`config.mk`:
```
export PLATFORM = sky130hd
export DESIGN_NAME = yc422_formatter
export DESIGN_NICKNAME = d
export VERILOG_FILES = /design/src/rtl/yc_fmt_pkg.sv /design/src/rtl/yc_rst_sync.sv /design/src/rtl/yc_phase_track.sv /design/src/rtl/yc_chroma_sel.sv /design/src/rtl/yc422_formatter.sv
export SDC_FILE = /design/constraint.sdc
export NUM_CORES = 1
export LEC_CHECK = 0
export BUFFER_PORTS_ARGS = -buffer_cell sky130_fd_sc_hd__buf_2
export CAP_MARGIN = 20
export CORE_ASPECT_RATIO = 1.2
export CORE_MARGIN = 10
export CORE_UTILIZATION = 54
export DETAILED_ROUTE_END_ITERATION = 12
export PLACE_DENSITY = 0.83
export SYNTH_ARGS = -nofsm -noshare
export SYNTH_HDL_FRONTEND = slang
export SYNTH_HIERARCHICAL = 1
export SYNTH_SLANG_ARGS = --single-unit
export TNS_END_PERCENT = 5
```
`constraint.sdc`:
```
create_clock -name clk -period 3 [get_ports clk]
set_input_delay 0.6 -clock clk [delete_from_list [all_inputs] [get_ports clk]]
set_output_delay 0.6 -clock clk [all_outputs]
set_load 0.05 [all_outputs]
```
`src/rtl/yc_fmt_pkg.sv`:
```
package yc_fmt_pkg;

  localparam int PIX_W = 8;

  typedef enum logic {
    PH_EVEN = 1'b0,
    PH_ODD  = 1'b1
  } phase_e;

  typedef enum logic [1:0] {
    FMT_444        = 2'd0,
    FMT_422_COSITE = 2'd1,
    FMT_422_ALT    = 2'd2
  } fmt_e;

  function automatic fmt_e decode_fmt(input logic en_422, input logic en_alt);
    if (!en_422)     return FMT_444;
    else if (en_alt) return FMT_422_ALT;
    else             return FMT_422_COSITE;
  endfunction

  function automatic phase_e flip_phase(input phase_e p);
    return (p == PH_EVEN) ? PH_ODD : PH_EVEN;
  endfunction

endpackage

```
`src/rtl/yc_rst_sync.sv`:
```
module yc_rst_sync #(
  parameter int STAGES = 2
) (
  input  logic clk,
  input  logic rst_n,
  output logic rst_n_sync
);

  logic [STAGES-1:0] sync_q;

  generate
    if (STAGES == 1) begin : g_single
      always_ff @(posedge clk or negedge rst_n) begin
        if (!rst_n) sync_q <= 1'b0;
        else        sync_q <= 1'b1;
      end
    end else begin : g_chain
      always_ff @(posedge clk or negedge rst_n) begin
        if (!rst_n) sync_q <= '0;
        else        sync_q <= {sync_q[STAGES-2:0], 1'b1};
      end
    end
  endgenerate

  assign rst_n_sync = sync_q[STAGES-1];

endmodule

```
`src/rtl/yc_phase_track.sv`:
```
module yc_phase_track
  import yc_fmt_pkg::*;
(
  input  logic   clk,
  input  logic   rst_n,
  input  logic   pix_vld,
  input  logic   line_start,
  output phase_e cur_phase
);

  phase_e phase_q;
  phase_e phase_d;

  // line start forces the present pixel (or the next one) to even
  always_comb begin
    cur_phase = line_start ? PH_EVEN : phase_q;
    phase_d   = pix_vld ? flip_phase(cur_phase) : cur_phase;
  end

  always_ff @(posedge clk or negedge rst_n) begin
    if (!rst_n) phase_q <= PH_EVEN;
    else        phase_q <= phase_d;
  end

endmodule

```
`src/rtl/yc_chroma_sel.sv`:
```
module yc_chroma_sel
  import yc_fmt_pkg::*;
#(
  parameter int DW = PIX_W
) (
  input  logic          clk,
  input  logic          rst_n,
  input  logic          pix_vld,
  input  phase_e        cur_phase,
  input  fmt_e          fmt,
  input  logic [DW-1:0] u_in,
  input  logic [DW-1:0] v_in,
  output logic [DW-1:0] chroma
);

  logic [DW-1:0] v_hold_q;
  logic [DW-1:0] v_hold_d;
  logic          hold_en;

  always_comb begin
    hold_en  = pix_vld && (cur_phase == PH_EVEN);
    v_hold_d = v_in;
    if (cur_phase == PH_EVEN)      chroma = u_in;
    else if (fmt == FMT_422_ALT)   chroma = v_in;
    else                           chroma = v_hold_q;
  end

  always_ff @(posedge clk or negedge rst_n) begin
    if (!rst_n)       v_hold_q <= '0;
    else if (hold_en) v_hold_q <= v_hold_d;
  end

endmodule

```
`src/rtl/yc422_formatter.sv`:
```
module yc422_formatter
  import yc_fmt_pkg::*;
#(
  parameter int DW          = PIX_W,
  parameter int SYNC_STAGES = 2
) (
  input  logic          clk,
  input  logic          rst_n,
  input  logic          in_valid,
  input  logic          line_start,
  input  logic [DW-1:0] in_r,
  input  logic [DW-1:0] in_g,
  input  logic [DW-1:0] in_b,
  input  logic          cfg_422,
  input  logic          cfg_compat,
  output logic          out_valid,
  output logic [DW-1:0] out_r,
  output logic [DW-1:0] out_g,
  output logic [DW-1:0] out_b
);

  logic          rst_n_s;
  phase_e        cur_phase;
  fmt_e          fmt;
  logic [DW-1:0] chroma;
  logic [DW-1:0] r_d, g_d, b_d;
  logic          data_en;

  yc_rst_sync #(.STAGES(SYNC_STAGES)) u_rst (
    .clk        (clk),
    .rst_n      (rst_n),
    .rst_n_sync (rst_n_s)
  );

  yc_phase_track u_phase (
    .clk        (clk),
    .rst_n      (rst_n_s),
    .pix_vld    (in_valid),
    .line_start (line_start),
    .cur_phase  (cur_phase)
  );

  yc_chroma_sel #(.DW(DW)) u_chroma (
    .clk       (clk),
    .rst_n     (rst_n_s),
    .pix_vld   (in_valid),
    .cur_phase (cur_phase),
    .fmt       (fmt),
    .u_in      (in_b),
    .v_in      (in_r),
    .chroma    (chroma)
  );

  always_comb begin
    fmt     = decode_fmt(cfg_422, cfg_compat);
    data_en = in_valid;
    g_d     = in_g;
    if (fmt == FMT_444) begin
      r_d = in_r;
      b_d = in_b;
    end else begin
      r_d = chroma;
      b_d = '0;
    end
  end

  always_ff @(posedge clk or negedge rst_n_s) begin
    if (!rst_n_s) begin
      out_valid <= 1'b0;
      out_r     <= '0;
      out_g     <= '0;
      out_b     <= '0;
    end else begin
      out_valid <= in_valid;
      if (data_en) begin
        out_r <= r_d;
        out_g <= g_d;
        out_b <= b_d;
      end
    end
  end

endmodule

```
==> flow_summary.ini, run 1 <==
[yosys]
ys_ff_latch = 36
synthCells = 150
synthesis.nets = 180
syn_area_um2 = 1780
synth_flop_cell = dfrtp_1
yosysWarnings = 6
avgSynthCellArea_um2 = 11.9
async_reset_ff_frac = 1.00
ys_seq_area_frac = 0.506
synth.distinct_cells = 22
synth_edf_count = 0

[detailed_routing]
totalWireLength_um = 3910
remaining_drc_errors = 0
vias = 1311
drt.antenna.violating_nets = 0
dr.first_iter.drc_count = 63
vias_per_cell = 5.44
wl_per_cell_um = 16.2
dr.pass1.iters = 4

[worst_setup_path]
crit_type = in2reg
rr_worst_depth = 4
worstPathCellList = buf_2 -> and2_1 -> nor2b_1 -> o211ai_1 -> mux2i_1 -> a21oi_1
rrSetupSlack_ns = 1.46
crit_slowest_cell = nor2b_1
endpoint_kind = register
crit_end = out_r[0]
critical_path_arrival_ns = 2.30
critical-path-max-stage-delay_ns = 0.57
cp.required_ns = 3.22
cp-startpoint = cfg_422
cp_max_fo = 18
start_kind = input pin
r2r_end = u_chroma/v_hold_q[0]
timing.rr.start = u_phase/phase_q

[die]
boundaryPins = 55
row_count = 22
fp.dieW_um = 72.4
die_area_um2 = 6000
start_util = 0.572
core-area_um2 = 3110
die_h_um = 82.9

[clock_tree]
clock_latency_ns = 0.34
cts_inserted_buffers = 5
cts.sinks = 36
clkTransAtPathRegs_ns = 0.10
htreeDepth = 2
post_cts_resized = 0
cts_buffer_depth = 2
cts_setup_buffers = 0
cts_root_buf = clkbuf_4
cts_tree = yes

[timing]
setup_viol = 0
fin_skew_ns = 0.00792
fin_crit_sh = 0.694
rsz0062_at_grt = no
timing.slew.headroom = 0.586
period_minus_slack_ns = 2.08
fmax_ghz = 0.481
setup_tns_ns = 0
slew_violations = 0
tightest_slew_ns = 0.619
finalHoldViolations = 0

[final_layout]
finalNonFillerCells = 241
nets = 234
area_delta_synth_final_pct = 19.4
fin_area_um2 = 2120
antennaDiodeCount = 0
fin_util = 0.683
drive_above_1_share = 0.410

[power]
fin_total_pwr_mw = 1.25
p_leak_nw = 1.04
power.density_nw_per_um2 = 588
ir_worst_vdd_mv = 0.430

[flow_run]
max_cap_violations = 0

[placed_design]
io_buffers = 54
hpwl_um = 2960
gp_congestion = 0.837
placed_cells = 232
placed_area_um2 = 2040

[global_routing]
grt_overflow = 0
grt_pass1_vias = 1358
grtUsageTotal = 0.135
grt_pass1_wl_um = 6580
grt_max_degree = 35
antenna_found_initial = 0

[min_path]
hold_class = reg2async

[run_status]
status = complete, no violations
## logic make-up after synthesis
kind of cell	synth area share
flops	0.506
compound gates	0.0844
mux	0.180
other cells	0.00211
buf+inv	0.0612
simple gates	0.157
xor+xnor	0.00914
## per-layer routing
metal  track usage  part of all wire  vias to the layer above
li1              -                 -                      623
met2         0.210              0.47                       56
met4        0.0569             0.020                        0
met3        0.0571             0.085                       10
met1         0.156              0.42                      622
met5             0                 0                        -
## cells in the mapped netlist (all sizes together) (8+ instances only)
master	instances	area, um2
a21oi	8	40.0
buf	10	75.1
dfrtp	36	901
inv	8	30.0
mux2	16	240
mux2i	8	80.1
nand2	8	30.0
nand2b	8	50.1
nand3b	8	60.1
nand4b	8	70.1
nor2	8	30.0
o211ai	8	70.1
o21ai	8	40.0
## where the power goes
| part | internal (mW) | leakage [nW] | total [mW] | switching, mW |
|---|---|---|---|---|
| clock | 0.175 | 0.0422 | 0.333 | 0.159 |
| combinational | 0.122 | 0.569 | 0.348 | 0.226 |
| sequential | 0.540 | 0.427 | 0.568 | 0.0280 |
## state kept, by name, indices dropped and copies added, names as in the netlist
register           flops
out_b                  8
out_g                  8
out_r                  8
u_chroma/v_hold_q      8
u_rst/sync_q           2
out_valid              1
u_phase/phase_q        1
## worst min path at each step
| stage | startpoint | to | slack, ns |
|---|---|---|---|
| after detailed placement | u_rst/sync_q[1] | out_g[3] | 0.28 |
| after floorplan | rst_n | u_rst/sync_q[0] | 0.30 |
| after global routing | u_rst/sync_q[1] | out_g[3] | 0.32 |
| after global placement | u_rst/sync_q[1] | out_g[3] | 0.27 |
| after CTS | u_rst/sync_q[1] | out_g[3] | 0.29 |
| final | u_rst/sync_q[1] | out_g[3] | 0.27 |
## worst max-delay path: cells and delay by family
kind,cells,cell delay (ns)
AND/OR/NAND/NOR,2,0.93
AO/OA/AOI/OAI,2,0.30
buffers and inverters,1,0.29
multiplexers,1,0.19
## layout by cell type (no fill, tap or decap), types with 7 or more instances in the layout
cell type and n:
a21oi_1 8, buf_2 54, dfrtp_1 36, inv_1 8, mux2_4 16, mux2i_1 8, nand2_1 8, nand2b_1 8
nand3b_1 8, nand4b_1 8, nor2_1 8, o21ai_0 7
## area by class of cell
type | count | area (um2)
clock buffer | 6 | 41.3
fill | 249 | 986
tap | 36 | 45.0
multi-input combinational | 95 | 769
clock inverter | 2 | 35.0
sequential | 36 | 901
timing repair buffer | 58 | 303
inverter | 8 | 30.0
## per-stage QoR
step | setup WS [ns] | hold WS [ns]
floorplan | 1.15 | 0.304
global placement | 0.688 | 0.272
detailed placement | 0.585 | 0.284
CTS | 0.959 | 0.294
global route | 0.769 | 0.322
finish | 0.919 | 0.267
## repair_timing
action | in CTS | in global routing
hold buffers | 1 | 0
hold endpoints to repair | 2 | 0
endpoints found under the setup margin | 0 | 0
No activity file was read; power rests on OpenSTA's default activity.
==> run 2: changes to the inputs <==
--- a/config.mk
+++ b/config.mk
@@ -9,9 +9,9 @@
 export CAP_MARGIN = 20
 export CORE_ASPECT_RATIO = 1.2
 export CORE_MARGIN = 10
-export CORE_UTILIZATION = 54
+export CORE_UTILIZATION = 50
 export DETAILED_ROUTE_END_ITERATION = 12
-export PLACE_DENSITY = 0.83
+export PLACE_DENSITY = 0.77
 export SYNTH_ARGS = -nofsm -noshare
 export SYNTH_HDL_FRONTEND = slang
 export SYNTH_HIERARCHICAL = 1
==> constraint.sdc (replaced) <==
create_clock -name clk -period 2 [get_ports clk]
set_input_delay 0.4 -clock clk [delete_from_list [all_inputs] [get_ports clk]]
set_output_delay 0.4 -clock clk [all_outputs]
set_load 0.05 [all_outputs]
==> flow_summary.ini, run 2 (same netlist as run 1, synthesis figures left out) <==
[run_status]
status = complete, no violations

[flow_run]
max_cap_violations = 0

[die]
start_util = 0.524
die_area_um2 = 6350
die_h_um = 85.3
row_count = 23
boundaryPins = 55
fp.dieW_um = 74.5
core-area_um2 = 3400

[global_routing]
grt_max_degree = 43
grt_overflow = 0
grt_pass1_wl_um = 6650
antenna_found_initial = 0
grtUsageTotal = 0.135
grt_pass1_vias = 1377

[worst_setup_path]
rrSetupSlack_ns = 0.29
start_kind = register
cp_max_fo = 8
cp.required_ns = 2.18
crit_type = reg2reg
critical_path_arrival_ns = 1.89
rr_worst_depth = 3
endpoint_kind = register

[detailed_routing]
remaining_drc_errors = 0
totalWireLength_um = 4020
dr.first_iter.drc_count = 24
wl_per_cell_um = 16.3
dr.pass1.iters = 4
vias = 1271
vias_per_cell = 5.15
drt.antenna.violating_nets = 0

[timing]
timing.slew.headroom = 0.357
setup_tns_ns = 0
period_minus_slack_ns = 1.71
rsz0062_at_grt = no
fin_skew_ns = 0.00642
fmax_ghz = 0.585
slew_violations = 0
finalHoldViolations = 0
fin_crit_sh = 0.855
setup_viol = 0
tightest_slew_ns = 0.962

[power]
power.density_nw_per_um2 = 874
p_leak_nw = 1.07
ir_worst_vdd_mv = 0.692

[final_layout]
final_common_cell = buf_2
nets = 239
multi_input_area_um2 = 769
antennaDiodeCount = 0
fin_util = 0.640
seqCellArea_um2 = 901
drive_above_1_share = 0.429
area_delta_synth_final_pct = 22.2
final_cell_mix = 54 x buf_2, 36 x dfrtp_1, 16 x mux2_4
fill_cells = 286

[clock_tree]
clkTransAtPathRegs_ns = 0.08
post_cts_resized = 0
clock_latency_ns = 0.30
cts_root_buf = clkbuf_8
cts_setup_buffers = 0
cts_inserted_buffers = 5
cts.sinks = 36
cts_tree = yes
htreeDepth = 2
cts_buffer_depth = 2

[min_path]
hold_class = reg2async

[placed_design]
io_buffers = 54
hpwl_um = 2990
gp_congestion = 0.806
run 2: cell count changes in the layout (fill, tap and decap cells not counted), sizes merged:
cell    before  now
bufinv       1    0
buf         57   62
clkinv       1    3
clkbuf       6    5
run 2: repair_timing:
action	CTS	global route
setup endpoints to repair	0	0
endpoints found under the hold margin	2	0
hold buffers	1	0
run 2: worst paths after layout:
path | startpoint | to
worst min-delay path | u_rst/sync_q[1] | out_g[6]
worst min register to register | u_rst/sync_q[1] | out_g[6]
worst max-delay path | u_phase/phase_q | u_chroma/v_hold_q[0]
max in group asynchronous | u_rst/sync_q[1] | out_r[0]
worst max register to register | u_phase/phase_q | u_chroma/v_hold_q[0]
min in group clk | in_g[7] | out_g[7]
run 2: power breakdown:
| group | total, mW | internal, mW | switching (mW) |
|---|---|---|---|
| clock network | 0.520 | 0.243 | 0.277 |
| registers | 0.852 | 0.810 | 0.0422 |
| logic | 0.528 | 0.190 | 0.338 |
| total | 1.90 | 1.24 | 0.658 |
run 2: final cells by class:
cell class                 count  area share
tap                           37      0.0213
inverter                       8      0.0138
clock buffer                   5      0.0316
timing repair buffer          63       0.157
clock inverter                 3     0.00863
sequential                    36       0.414
multi-input combinational     95       0.354
run 2: through the flow:
step,power (mW),std cells,hold slack (ns),cell area (um2),setup slack (ns)
finish,1.90,247,0.273,2170,0.290
detailed placement,1.40,238,0.187,2080,0.225
global placement,1.38,238,0.185,2080,0.265
global route,2.00,247,0.318,2170,0.164
floorplan,1.26,150,0.104,1780,0.346
CTS,1.92,247,0.295,2170,0.284
run 2: worst max-delay path, cell delays in order, from the launching register on:
cell	delay, ns
dfrtp_1	0.38
nor2b_4	0.13
nor2b_1	0.73
mux2_4	0.36
run 2: routing by layer:
metal | routed length (um) | GRT usage | vias to the layer above | part of all wire
li1 | - | - | 629 | -
met1 | 1640 | 0.158 | 595 | 0.41
met2 | 1890 | 0.203 | 40 | 0.47
met3 | 421 | 0.0664 | 7 | 0.10
met4 | 62 | 0.0552 | 0 | 0.015
met5 | 0 | 0 | - | 0
==> run 3: changes to the inputs <==
--- a/config.mk
+++ b/config.mk
@@ -9,11 +9,10 @@
 export CAP_MARGIN = 20
 export CORE_ASPECT_RATIO = 1.2
 export CORE_MARGIN = 10
-export CORE_UTILIZATION = 50
+export CORE_UTILIZATION = 49
 export DETAILED_ROUTE_END_ITERATION = 12
 export PLACE_DENSITY = 0.77
 export SYNTH_ARGS = -nofsm -noshare
 export SYNTH_HDL_FRONTEND = slang
-export SYNTH_HIERARCHICAL = 1
 export SYNTH_SLANG_ARGS = --single-unit
 export TNS_END_PERCENT = 5
==> constraint.sdc (replaced) <==
create_clock -name clk -period 2 [get_ports clk]
set_input_delay 0.4 -clock clk [delete_from_list [all_inputs] [get_ports clk]]
set_output_delay 0.4 -clock clk [all_outputs]
set_load 0.01 [all_outputs]
==> flow_summary.ini, run 3 <==
[clock_tree]
post_cts_resized = 0
cts_inserted_buffers = 5
clkTransAtPathRegs_ns = 0.10
cts_tree = yes
cts_root_buf = clkbuf_4
cts_buffer_depth = 2
clock_latency_ns = 0.34
cts.sinks = 36
htreeDepth = 2

[die]
start_util = 0.518
core-area_um2 = 3140
row_count = 22
boundaryPins = 55
die_h_um = 83.1
fp.dieW_um = 72.6
die_area_um2 = 6030

[run_status]
status = complete, no violations

[timing]
finalHoldViolations = 0
slew_violations = 0
period_minus_slack_ns = 1.34
fmax_ghz = 0.744
fin_crit_sh = 0.672
rsz0062_at_grt = no
layout_setup_ws_ns = 0.655
setup_viol = 0
setup_tns_ns = 0
fin_skew_ns = 0.00267

[final_layout]
area_delta_synth_final_pct = 22.0
fin_area_um2 = 1980
drive_above_1_share = 0.473
final_cell_mix = 54 x buf_2, 36 x dfrtp_1, 16 x mux2_2, 16 x nor2_1, 9 x inv_1
nets = 218
antennaDiodeCount = 0
final_common_cell = buf_2

[detailed_routing]
vias_per_cell = 5.22
dr.pass1.iters = 4
vias = 1170
wl_per_cell_um = 15.9
drt.antenna.violating_nets = 0
totalWireLength_um = 3550
remaining_drc_errors = 0
dr.first_iter.drc_count = 56

[yosys]
synth_edf_count = 0
synth.distinct_cells = 19
synthCells = 131
ys_ff_latch = 36
yosys-top-cells-area = dfrtp_1 55%, mux2_2 11%, mux2_4 7.4%
avgSynthCellArea_um2 = 12.4
netlist_top_cells_count = 36 x dfrtp_1, 16 x mux2_2, 16 x nor2_1
synth_top_area_share = 0.554
synthesis.nets = 162
yosys.cell_count.top_type = dfrtp_1
syn_area_um2 = 1630
ys_seq_area_frac = 0.554
async_reset_ff_frac = 1.00
synth_flop_cell = dfrtp_1
yosysWarnings = 0
yosysTopAreaCell = dfrtp_1

[placed_design]
dp_slack_ns = 0.400
gp_congestion = 0.727
placed_area_um2 = 1910
hpwl_um = 2810
io_buffers = 54

[worst_setup_path]
critical_path_arrival_ns = 1.58
start_kind = register
endpoint_kind = register
cp.required_ns = 2.23
cp_max_fo = 8
crit_type = reg2reg

[power]
power.density_nw_per_um2 = 799
p_leak_nw = 0.958
ir_worst_vdd_mv = 0.520
fin_total_pwr_mw = 1.58

[global_routing]
grt_max_degree = 35
grtUsageTotal = 0.120
grt_overflow = 0
grt_pass1_vias = 1203
grt_pass1_wl_um = 5810
antenna_found_initial = 0

[min_path]
hold_class = reg2async

[flow_run]
max_cap_violations = 0
run 3: cell types whose count changed after synthesis, moves of 3 or more:
cell / change
nor2b_1: -3
mux2i_1: -8
o221a_1: +8
nand2b_1: -7
buf_6: -3
mux2_2: +16
o211ai_1: -6
nand2_1: -8
nor2_1: +8
nand4b_1: -7
mux2_4: -8
run 3: cells by family (layout without fill, tap and decap cells):
kind of cell | count (synthesis) | count (layout) | synth area share
AO/OA/AOI/OAI | 24 | 24 | 0.105
flip-flops | 36 | 36 | 0.554
adder cells (fa/ha/maj) | 1 | 1 | 0.00770
other | 1 | 1 | 0.00231
buffers and inverters | 17 | 74 | 0.0477
AND/OR/NAND/NOR | 28 | 28 | 0.0985
multiplexers | 24 | 24 | 0.185
run 3: report_power, final:
group          internal [mW]  switching (mW)  total [mW]  leakage, nW
Combinational          0.174           0.156       0.331        0.495
Sequential             0.811          0.0418       0.853        0.426
Clock                  0.167           0.233       0.400       0.0380
Total                   1.15           0.431        1.58        0.958
run 3: routing by layer:
| metal | track usage | vias to the layer above | part of all wire |
|---|---|---|---|
| li1 | - | 566 | - |
| met1 | 0.136 | 543 | 0.39 |
| met2 | 0.183 | 50 | 0.50 |
| met3 | 0.0429 | 11 | 0.075 |
| met4 | 0.0759 | 0 | 0.034 |
| met5 | 0 | - | 0 |
run 3: worst max-delay path, stage by stage (launching register included):
cell,delay (ns)
dfrtp_1,0.39
nand2b_1,0.09
ha_1,0.36
mux2_2,0.39
run 3: path summary, 6_finish.rpt:
kind,startpoint,endpoint,slack (ns),cells past startpoint
worst max-delay path,u_phase.phase_q,u_chroma.v_hold_q[4],0.66,3
worst min-delay path,u_rst.sync_q[1],out_valid,0.27,1
worst max register to register,u_phase.phase_q,u_chroma.v_hold_q[4],0.66,3
worst min register to register,u_rst.sync_q[1],out_valid,0.27,1
max in group asynchronous,u_rst.sync_q[1],out_b[1],1.43,1
min in group clk,in_g[5],out_g[5],0.29,2
run 3: what timing repair did:
item | in CTS | in global routing
hold buffers | 1 | 0
hold endpoints to repair | 2 | 0
setup endpoints to repair | 0 | 0
setup buffers | 0 | 0
run 3: final cells by class:
type | instances | area [um2]
Tap cell | 36 | 45.0
Clock buffer | 6 | 51.3
Fill cell | 257 | 1150
Multi-Input combinational cell | 78 | 647
Clock inverter | 2 | 10.0
Timing Repair Buffer | 57 | 295
Sequential cell | 36 | 901
Inverter | 9 | 33.8
run 3: metrics by stage:
step	util	cells	hold slack, ns
CTS	0.632	224	0.274
global placement	0.609	215	0.185
detailed placement	0.609	215	0.186
global route	0.632	224	0.273
finish	0.632	224	0.269
floorplan	-	131	0.104
